## src/rtl/dc4x4_recon_pkg.sv

```systemverilog
package dc4x4_recon_pkg;
  localparam int PIX_W    = 8;
  localparam int LANES    = 4;
  localparam int ROWS     = 4;
  localparam int DC_W     = 16;
  localparam int COS_K    = 11585;
  localparam int SCALE_SH = 14;
  localparam int FINAL_SH = 4;
  localparam int ROW_W    = PIX_W * LANES;
  localparam int PTR_W    = $clog2(ROWS);
  localparam int PIX_MAX  = (1 << PIX_W) - 1;

  // one scaling stage: multiply by the cosine constant, round, arithmetic shift
  function automatic logic signed [31:0] scale_round(input logic signed [31:0] v);
    logic signed [31:0] prod;
    prod = v * 32'(COS_K);
    return (prod + (32'sd1 <<< (SCALE_SH - 1))) >>> SCALE_SH;
  endfunction

  // full DC to offset path: two scaling stages then the final rounding
  function automatic logic signed [31:0] dc_to_offset(input logic signed [DC_W-1:0] dc);
    logic signed [31:0] st;
    st = scale_round(32'(dc));
    st = scale_round(st);
    return (st + (32'sd1 <<< (FINAL_SH - 1))) >>> FINAL_SH;
  endfunction

  // saturating lane update with a magnitude already clamped to the pixel range
  function automatic logic [PIX_W-1:0] lane_update(input logic [PIX_W-1:0] pix,
                                                   input logic [PIX_W-1:0] mag,
                                                   input logic             neg);
    logic [PIX_W:0] sum;
    if (neg) begin
      return (pix > mag) ? (pix - mag) : '0;
    end
    sum = {1'b0, pix} + {1'b0, mag};
    return sum[PIX_W] ? PIX_W'(PIX_MAX) : sum[PIX_W-1:0];
  endfunction
endpackage

```

## src/rtl/dc_offset_calc.sv

```systemverilog
module dc_offset_calc
  import dc4x4_recon_pkg::*;
(
  input  logic signed [DC_W-1:0] dc_i,
  output logic                   neg_o,
  output logic [PIX_W-1:0]       mag_o
);
  logic signed [31:0] offset_w;
  logic        [31:0] abs_w;

  always_comb begin
    offset_w = dc_to_offset(dc_i);
    neg_o    = offset_w[31];
    abs_w    = neg_o ? 32'(-offset_w) : 32'(offset_w);
    // a magnitude beyond the pixel range saturates every lane
    mag_o    = (abs_w > 32'(PIX_MAX)) ? PIX_W'(PIX_MAX) : abs_w[PIX_W-1:0];
  end
endmodule

```

## src/rtl/lane_sat_unit.sv

```systemverilog
module lane_sat_unit
  import dc4x4_recon_pkg::*;
(
  input  logic             clk,
  input  logic             rst_n,
  input  logic [PIX_W-1:0] pix_i,
  input  logic [PIX_W-1:0] mag_i,
  input  logic             neg_i,
  output logic [PIX_W-1:0] pix_o
);
  always_comb pix_o = lane_update(pix_i, mag_i, neg_i);


  add_dir_chk: assert property (@(posedge clk) disable iff (!rst_n)
    !neg_i |-> (pix_o >= pix_i));

  sub_dir_chk: assert property (@(posedge clk) disable iff (!rst_n)
    neg_i |-> (pix_o <= pix_i));
endmodule

```

## src/rtl/row_sequencer.sv

```systemverilog
module row_sequencer
  import dc4x4_recon_pkg::*;
(
  input  logic             clk,
  input  logic             rst_n,
  input  logic             start_i,
  output logic             accept_o,
  output logic             emit_o,
  output logic [PTR_W-1:0] ptr_o,
  output logic             busy_o
);
  localparam logic [PTR_W-1:0] LAST = PTR_W'(ROWS - 1);

  logic             busy_q;
  logic [PTR_W-1:0] ptr_q;

  assign accept_o = start_i && !busy_q;
  assign emit_o   = busy_q;
  assign ptr_o    = ptr_q;
  assign busy_o   = busy_q;

  always_ff @(posedge clk or negedge rst_n) begin
    if (!rst_n) begin
      busy_q <= 1'b0;
      ptr_q  <= '0;
    end else if (accept_o) begin
      busy_q <= 1'b1;
      ptr_q  <= '0;
    end else if (busy_q) begin
      ptr_q <= ptr_q + 1'b1;
      if (ptr_q == LAST) busy_q <= 1'b0;
    end
  end


  busy_len_chk: assert property (@(posedge clk) disable iff (!rst_n)
    (busy_q && ptr_q != LAST) |=> busy_q);
endmodule

```

## src/rtl/dc4x4_recon.sv

```systemverilog
module dc4x4_recon
  import dc4x4_recon_pkg::*;
(
  input  logic                     clk,
  input  logic                     rst_n,
  input  logic                     start_i,
  input  logic signed [DC_W-1:0]   dc_i,
  input  logic [ROWS*ROW_W-1:0]    rows_i,
  output logic                     busy_o,
  output logic                     row_valid_o,
  output logic [PTR_W-1:0]         row_idx_o,
  output logic [ROW_W-1:0]         row_o
);
  localparam logic [PTR_W-1:0] LAST = PTR_W'(ROWS - 1);

  logic             accept_w, emit_w;
  logic [PTR_W-1:0] ptr_w;
  logic             neg_w;
  logic [PIX_W-1:0] mag_w;

  logic             neg_q;
  logic [PIX_W-1:0] mag_q;
  logic [ROW_W-1:0] rows_q [ROWS];
  logic [ROW_W-1:0] cur_row_w;
  logic [ROW_W-1:0] new_row_w;

  row_sequencer u_seq (
    .clk      (clk),
    .rst_n    (rst_n),
    .start_i  (start_i),
    .accept_o (accept_w),
    .emit_o   (emit_w),
    .ptr_o    (ptr_w),
    .busy_o   (busy_o)
  );

  dc_offset_calc u_off (
    .dc_i  (dc_i),
    .neg_o (neg_w),
    .mag_o (mag_w)
  );

  // capture offset and prediction rows on an accepted start (R8: only then)
  always_ff @(posedge clk or negedge rst_n) begin
    if (!rst_n) begin
      neg_q <= 1'b0;
      mag_q <= '0;
    end else if (accept_w) begin
      neg_q <= neg_w;
      mag_q <= mag_w;
    end
  end

  for (genvar r = 0; r < ROWS; r++) begin : g_rows
    always_ff @(posedge clk or negedge rst_n) begin
      if (!rst_n)        rows_q[r] <= '0;
      else if (accept_w) rows_q[r] <= rows_i[r*ROW_W +: ROW_W];
    end
  end

  assign cur_row_w = rows_q[ptr_w];

  for (genvar j = 0; j < LANES; j++) begin : g_lanes
    lane_sat_unit u_lane (
      .clk   (clk),
      .rst_n (rst_n),
      .pix_i (cur_row_w[j*PIX_W +: PIX_W]),
      .mag_i (mag_q),
      .neg_i (neg_q),
      .pix_o (new_row_w[j*PIX_W +: PIX_W])
    );
  end

  always_ff @(posedge clk or negedge rst_n) begin
    if (!rst_n) begin
      row_valid_o <= 1'b0;
      row_idx_o   <= '0;
      row_o       <= '0;
    end else begin
      row_valid_o <= emit_w;
      if (emit_w) begin
        row_idx_o <= ptr_w;
        row_o     <= new_row_w;
      end
    end
  end


  seq_start_chk: assert property (@(posedge clk) disable iff (!rst_n)
    (start_i && !busy_o) |=> ##1 (row_valid_o && row_idx_o == '0));

  seq_step_chk: assert property (@(posedge clk) disable iff (!rst_n)
    (row_valid_o && row_idx_o != LAST) |=> (row_valid_o && row_idx_o == $past(row_idx_o) + 1'b1));

  seq_end_chk: assert property (@(posedge clk) disable iff (!rst_n)
    (row_valid_o && row_idx_o == LAST) |=> !row_valid_o);

  busy_hold_chk: assert property (@(posedge clk) disable iff (!rst_n)
    (start_i && busy_o) |=> ($stable(neg_q) && $stable(mag_q)));
endmodule

```

## config.mk

```make
export PLATFORM = sky130hd
export DESIGN_NAME = dc4x4_recon
export DESIGN_NICKNAME = d
export VERILOG_FILES = /design/src/rtl/dc4x4_recon_pkg.sv /design/src/rtl/dc_offset_calc.sv /design/src/rtl/lane_sat_unit.sv /design/src/rtl/row_sequencer.sv /design/src/rtl/dc4x4_recon.sv
export SDC_FILE = /design/constraint.sdc
export NUM_CORES = 1
export LEC_CHECK = 0
export ABC_AREA = 0
export BUFFER_PORTS_ARGS = -buffer_cell sky130_fd_sc_hd__buf_4
export CAP_MARGIN = 20
export CELL_PAD_IN_SITES_DETAIL_PLACEMENT = 0
export CELL_PAD_IN_SITES_GLOBAL_PLACEMENT = 1
export CORE_ASPECT_RATIO = 1.4
export CORE_MARGIN = 3
export CORE_UTILIZATION = 43
export CTS_CLUSTER_DIAMETER = 200
export CTS_CLUSTER_SIZE = 24
export DETAILED_ROUTE_END_ITERATION = 16
export HOLD_SLACK_MARGIN = 0.03
export PLACE_DENSITY = 0.83
export SLEW_MARGIN = 40
export SYNTH_ARGS = -nofsm -noshare
export SYNTH_HDL_FRONTEND = slang
export SYNTH_SLANG_ARGS = --single-unit
```

## constraint.sdc

```tcl
create_clock -name clk -period 4.2 [get_ports clk]
set_clock_uncertainty 0.05 [all_clocks]
set_input_delay 0 -clock clk [delete_from_list [all_inputs] [get_ports clk]]
set_output_delay 0 -clock clk [all_outputs]
set_load 0.1 [all_outputs]
```

==> summary by stage, run 1 <==
Logic synthesis
The synthesized design devotes to its leading area cell type 22.9% of total area. The prevailing post-synth register cell is sky130_fd_sc_hd__dfrtp_1. Yosys printed 0 warnings.

The number of distinct library cells after synthesis is 86. Counting flops with a built-in enable in the synthesized netlist gives 0. Synthesis inferred about 180 register bits. The async set-or-reset flop fraction in the synthesized netlist is between 90% and 100%. The synthesized netlist occupies a cell area of ~19000 sq um.

The number of cells produced by synthesis is around 2100. The largest total area in the synthesized netlist belongs to sky130_fd_sc_hd__dfrtp_1. The average cell area after synthesis is between 9 and 10 sq um.

Summing the sequential cell areas from Yosys gives around 23% of the chip area. In the post-synthesis netlist, the cell with the most instances is sky130_fd_sc_hd__nand2_1. Sorting the synthesized cells by how often they occur yields 437 x sky130_fd_sc_hd__nand2_1, 300 x sky130_fd_sc_hd__ha_1, 244 x sky130_fd_sc_hd__inv_1. After synthesis, the cell types taking the most area are sky130_fd_sc_hd__dfrtp_1 23%, sky130_fd_sc_hd__ha_1 20%, sky130_fd_sc_hd__fa_1 14%.

STA
The share of the clock period used by the worst path is 256%. Setup total negative slack on the finished layout was measured at -58090 ps. The number of pins exceeding their max-slew limit in the final report is 0.

The number of setup violations in the final report is 9. The worst hold slack across all endpoints is between 200 and 250 ps. Derived from the worst setup path, the maximum achievable clock frequency is between 90 and 100 MHz.

Subtracting the final worst setup slack from the clock period gives between 10000 and 15000 ps. At the pin with the least slew margin, the transition time is 848 ps. The number of hold violations in the final report was 0. Measured against its own limit, the worst slew margin works out to 43.4%. Setup repair after global routing could not meet its margin everywhere. Once routing completed, OpenROAD measured the worst setup slack at -6530 ps.

Final layout
Counting the fill cells in the layout gives 3500. The area of the multi-input gates is between 10000 and 15000 sq um. The number of nets in the final layout is ~3300. The fraction of layout instances using a drive strength above 1 is 28.4%. The post-route core utilization is 62.0%. The register cell area after layout is around 4400 sq um. The synthesis-to-finish area growth is 40.8%.

Floorplan
The floorplan step defined a die boundary enclosing around 47000 sq um. The initial core utilization is around 44%. The area of the core is roughly 43000 sq um.

The number of placed I/O pins is 183. In this run the vertical extent of the chip is roughly 260 microns. The die width is 184 microns. The row count is 90.

CTS
Clock tree synthesis selected as its root buffer the cell sky130_fd_sc_hd__clkbuf_16. The CTS tree is built. The number of buffers between clock root and the deepest sink is 2.

The number of clock sinks is around 180. The number of clock buffers added by TritonCTS is 17. Clock-pin slew was measured on the worst setup and hold paths at 70 ps. For the worst-skew pair, the clock arrives at the later sink with an insertion delay of between 400 and 500 ps. In this run the number of H-tree levels came out at 4.

Worst hold path
The worst hold-check path type is input port to register.

GRT
In the global route stage, overall resource usage came out at between 20% and 30%. The largest net degree at the start of global routing is between 100 and 150. The initial antenna violation count is 1. The first global-routing pass estimated 94200 microns of wire. The number of global-route vias before repair is around 19000. The sum of overflow across all layers after global routing is 0.

Run status
The run finished, with violations left. The final reports fail on negative setup slack.

Critical path
The classification of the worst setup path is input port to register. The critical path data arrival time is 10990 ps. The worst setup path is launched from an input port. For this design, the slowest cell found on the critical path is sky130_fd_sc_hd__fa_1. The maximum fanout along the worst path is 8. STA classifies the critical path endpoint as a register. The worst path required time is between 4000 and 5000 ps.

The library cell appearing most often on the critical path is sky130_fd_sc_hd__fa_1. The largest single stage delay on the critical path is about 540 ps.

Route
The average routed wire per standard cell is around 18 microns. In the routed design, unresolved DRC markers number 0. Detailed routing inserted a total of around 18000 vias. Using the TritonRoute via totals, the vias-per-cell ratio works out to approximately 5.4. The total iterations of the first detailed-routing run is 5. The count of nets left with antenna violations once routing finished came out at 0. After the first detailed-routing iteration, the DRC count stood at 875. Wires add up to ~59000 microns.

Placed design
The placed wire-length estimate after detailed placement is 45600 microns. Before CTS, the worst setup slack after placement is -7500 ps. The routability congestion estimate is 0.938.

In this run the tool buffered the top-level ports with 182 buffer cells.

Flow run
The max-cap violation count is 0.
-- area by class of cell --
class                   count  area share [%]
multi-input cells        1625            54.2
repair buffers            699            21.4
flip-flops and latches    175            16.3
inverters                 246            3.45
well taps                 552            2.56
clock buffers              19            1.61
clock inverters            13           0.567
diodes                      1         0.00929
-- kinds of logic (layout without fill, tap and decap cells) --
family / count (synthesis) / in the layout / synth area share (%)
muxes: 39 / 39 / 4.15
DFF: 175 / 175 / 22.9
adders and majority gates: 433 / 433 / 33.6
and+or+nand+nor: 708 / 708 / 16.2
buffers and inverters: 323 / 977 / 6.40
AOI/OAI and AO/OA: 373 / 373 / 13.6
xor gates and xnor gates: 70 / 70 / 3.21
other: 1 / 3 / 0.0196
-- routing by layer --
metal | GRT usage, % | wire [microns]
met5 | 0 | 0
met4 | 12.5 | 3370
met3 | 2.64 | 2020
met2 | 48.2 | 32600
met1 | 25.3 | 21100
-- placed cells by master (no fill, tap or decap), drive strengths merged, types with 5 or more instances in the layout --
cell type	n
nand4	21
fa	133
nand4b	7
xor2	30
o211ai	11
nand3	15
ha	300
clkbuf	19
buf	560
nor4	10
nor2b	8
o211a	5
inv	252
dfrtp	175
o22a	5
o21ai	53
a311o	7
o21a	14
or2	8
nor3	32
nand2	438
o21bai	22
mux2i	5
mux4	32
and3	5
a21oi	106
a211oi	18
o2111ai	6
a21o	52
nor2	123
o32a	7
dlygate4sd3	139
and2	16
a31oi	18
xnor2	40
a211o	6
a41oi	7
-- path summary, 6_finish.rpt --
path	startpoint	endpoint	slack, ps	cells after the start
setup / recovery	dc_i[3]	mag_q[0]$_DFFE_PN0P_	-6530	52
hold / removal	rows_i[18]	rows_q[114]$_DFFE_PN0P_	230	4
setup reg to reg	u_seq.ptr_o[0]$_DFFE_PN0P_	row_o[18]$_DFFE_PN0P_	130	15
hold reg to reg	rows_q[71]$_DFFE_PN0P_	rows_q[71]$_DFFE_PN0P_	420	2
max in group asynchronous	rst_n	rows_q[71]$_DFFE_PN0P_	2450	5
min in group asynchronous	rst_n	row_idx_o[0]$_DFFE_PN0P_	490	3
-- worst max-delay path, delay by kind of cell --
kind | cells | cell delay (ps)
adder cells (fa/ha/maj) | 14 | 5610
AO/OA/AOI/OAI | 9 | 1930
buffers and inverters | 16 | 1580
AND/OR/NAND/NOR | 11 | 1480
multiplexers | 1 | 220
XOR/XNOR | 1 | 140
-- state kept, by name, indices dropped and copies added (netlist names) --
register      flops
rows_q          128
row_o            32
mag_q             8
row_idx_o         2
u_seq.ptr_o       2
neg_q             1
row_valid_o       1
u_seq.busy_o      1
-- per-stage QoR --
stage	cell area, sq um	std cells
4_1_cts	26400	3313
2_1_floorplan	19400	2123
3_5_place_dp	23600	3105
5_1_grt	26900	3330
6_report	26900	3330
3_3_place_gp	23600	3105
-- timing repair --
item / 4_1_cts / 5_1_grt
gates resized for setup: 82 / 58
cloned: 0 / 0
setup buffers: 41 / 15
hold endpoints to repair: 232 / 31
pin swaps: 48 / 59
setup endpoints to repair: 9 / 17
hold buffers: 138 / 1
Power of run 1 is not shown: default switching activity piles up to over one toggle a cycle in this logic, so the estimate is an artifact.
==> run 2: changes to the inputs <==
==> constraint.sdc (replaced) <==
create_clock -name clk -period 9.2 [get_ports clk]
set_clock_uncertainty 0.05 [all_clocks]
set_input_delay 0 -clock clk [delete_from_list [all_inputs] [get_ports clk]]
set_output_delay 0 -clock clk [all_outputs]
set_load 0.1 [all_outputs]
==> run 2 against run 1 <==
The run still ends with negative setup slack left. Register-to-register slack better by 4300 ps. Worst setup slack better by 5000 ps. Core utilization is 0.80 points lower. Global-route usage is 0.98 points lower. Routed wire length is 4.3% lower. Worst hold slack worse by 120 ps. Clock-buffer cell count is 1 lower. Critical path depth is 4 lower. Die area stayed put. Non-clock buffer count is 46 lower. First-iteration DRC count is 15% lower. Cell area is 1.3% lower.
==> summary by stage, run 2 (synthesis results as in run 1) <==
Route
The final antenna-violating net count came to 0 (unchanged). The detailed-route wire length is 56600 microns (was 59200 microns). The violation count after the first detailed-routing iteration is 743 (was 875). The average routed wire per standard cell is 17.2 microns (was 17.8 microns).

The total iterations of the first detailed-routing run came to 5 (unchanged). The remaining design rule violation count was 0 (unchanged). The detailed-route via count came to 17562 (was 17940). The average via count per standard cell is 5.34 (was 5.39).

Run status
Violated checks: negative setup slack (unchanged). Result of the run: complete, but fails checks (unchanged).

Critical path
The delay of the slowest cell on the worst path is 540 ps (about the same). The classification of the worst setup path is input port to register (unchanged). The maximum fanout along the worst path was 8 (unchanged). The worst path required time is 9450 ps (was 4460 ps). The reg2reg setup slack was 4460 ps (was 130 ps).

The nature of the critical path endpoint is a register (unchanged). The startpoint kind of the worst setup timing path was an input port (unchanged). The critical path data arrival time is 10990 ps (about the same). The library cell appearing most often on the critical path was sky130_fd_sc_hd__fa_1 (unchanged). The slowest cell on the critical path is sky130_fd_sc_hd__fa_1 (unchanged).

CTS
The insertion delay of the later-clocked pin in the worst-skew pair is 450 ps (about the same). The CTS tree is built (unchanged). The number of buffers between clock root and the deepest sink is 2 (unchanged). The H-tree depth was 4 (unchanged). The clock-pin transition on the worst setup and hold timing paths is 70 ps (about the same). The clock tree root buffer cell is sky130_fd_sc_hd__clkbuf_16 (unchanged). The clock buffer count from CTS is 17 (unchanged).

The number of clock sinks is 175 (unchanged).

Final layout
The register containing the most flip-flops in the final layout is rows_q (unchanged). The fraction of layout instances using a drive strength above 1 is 27.7% (was 28.4%). The synthesis-to-finish area growth is 39.0% (was 40.8%). The number of nets in the final layout was 3298 (was 3344).

The cell area after layout came to 26600 sq um (was 26900 sq um). The fill cell total of the finished layout is 3549 (was 3500). The final cell count without fillers came to 3287 (was 3330). The number of flip-flops in the largest register was 128 (unchanged).

Commonest non-fill, non-tap cells in the layout: 489 x sky130_fd_sc_hd__buf_4, 429 x sky130_fd_sc_hd__nand2_1, 271 x sky130_fd_sc_hd__ha_1, 236 x sky130_fd_sc_hd__inv_1, 173 x sky130_fd_sc_hd__dfrtp_1 (was 539 x sky130_fd_sc_hd__buf_4, 430 x sky130_fd_sc_hd__nand2_1, 271 x sky130_fd_sc_hd__ha_1, 239 x sky130_fd_sc_hd__inv_1, 172 x sky130_fd_sc_hd__dfrtp_1). The post-route core utilization is 61.2% (was 62.0%). The register cell area after layout is 4380 sq um (was 4390 sq um). The area of the multi-input gates is 14600 sq um (about the same).

The commonest non-fill, non-tap cell in the layout is sky130_fd_sc_hd__buf_4 (unchanged). Largest registers: rows_q: 128 flops, row_o: 32 flops, mag_q: 8 flops (unchanged).

STA
RSZ-0062 raised after global routing: true (unchanged). The sum of negative setup slack is -13020 ps (was -58090 ps). The slew at the pin closest to its max-slew limit is 867 ps (was 848 ps).

The worst slew margin relative to its limit is 42.2% (was 43.4%). In the finished design, the share of the clock period the worst path needs comes to 117%. The routed design could run at a clock period as short as 10750 ps. The minimum setup slack in the final design is -1550 ps (was -6530 ps).

The number of pins exceeding their max-slew limit in the final report was 0 (unchanged). The top achievable clock speed is around 93 MHz. The number of setup violations in the final report is 9 (unchanged). The number of hold violations in the final report is 0 (unchanged).

Placed design
The number of input and output port buffers inserted is 182 (unchanged). The cell count after placement was 3077 (was 3105). The routability congestion estimate came to 0.940 (was 0.938). The placement-stage cell area came to 23400 sq um (was 23600 sq um).

The placed wire-length estimate after detailed placement is 43700 microns (was 45600 microns).

Floorplan
The initial core utilization was 44.0% (unchanged). The die width is 184 microns (unchanged). The row count is 90 (unchanged). The number of placed I/O pins came to 183 (unchanged).

The height of the die came to 256 microns (unchanged). The die footprint is 47100 sq um (unchanged). The area of the core came to 43500 sq um (unchanged).

GRT
The sum of overflow across all layers after global routing is 0 (unchanged). The largest net degree at the start of global routing is 93 (was 104). The initial antenna violation count was 3 (was 1). The number of global-route vias before repair came to 18795 (was 19195).

The global-route wire length before repair is 90700 microns (was 94200 microns). The global-route total usage across every layer is 23.7% (was 24.7%).

Flow run
The max-cap violation count is 0 (unchanged).

Worst hold path
The worst hold-check path type is input port to async pin (was input port to register).
[run 2: path summary, 6_finish.rpt]
check / start / end / cells past startpoint
min in group clk: rows_i[72] / rows_q[40]$_DFFE_PN0P_ / 4
max in group asynchronous: rst_n / rows_q[11]$_DFFE_PN0P_ / 3
hold / removal: rst_n / row_idx_o[1]$_DFFE_PN0P_ / 2
setup / recovery: dc_i[12] / mag_q[6]$_DFFE_PN0P_ / 48
setup reg to reg: u_seq.ptr_o[0]$_DFFE_PN0P_ / row_o[10]$_DFFE_PN0P_ / 17
hold reg to reg: rows_q[33]$_DFFE_PN0P_ / rows_q[33]$_DFFE_PN0P_ / 2
[run 2: critical path, delay by kind of cell]
family | cells | cell delay (ps)
adder cells (fa/ha/maj) | 16 | 6050
buffers and inverters | 13 | 1000
AND/OR/NAND/NOR | 7 | 1570
XOR/XNOR | 2 | 240
AO/OA/AOI/OAI | 10 | 2080
[run 2: repair_timing]
action | 4_1_cts | 5_1_grt
gates cloned | 0 | 0
resized for setup | 84 | 66
hold buffers | 139 | 0
buffers inserted | 33 | 7
pin swaps | 60 | 70
endpoints found under the hold margin | 216 | 0
setup endpoints to repair | 9 | 9
[run 2: per-layer routing]
layer	track usage, %	wire length [microns]
met5	0	0
met4	12.8	3440
met3	2.40	1830
met2	45.5	30800
met1	24.8	20500
[run 2: per-stage QoR]
| stage | setup slack, ps | hold WS [ps] |
|---|---|---|
| 6_report | -1550 | 111 |
| 5_1_grt | -2050 | 167 |
| 4_1_cts | -1400 | 153 |
| 3_5_place_dp | -2460 | 63.5 |
| 3_3_place_gp | -2230 | 54.0 |
| 2_1_floorplan | -1780 | -346 |
[run 2: layout make-up]
class	count	share of cell area (%)
multi-input cells	1625	54.9
repair buffers	653	20.2
flip-flops and latches	175	16.5
inverters	246	3.48
well taps	552	2.60
clock buffers	18	1.61
clock inverters	14	0.649
diodes	4	0.0376
Power of run 2 is left out for the same reason.
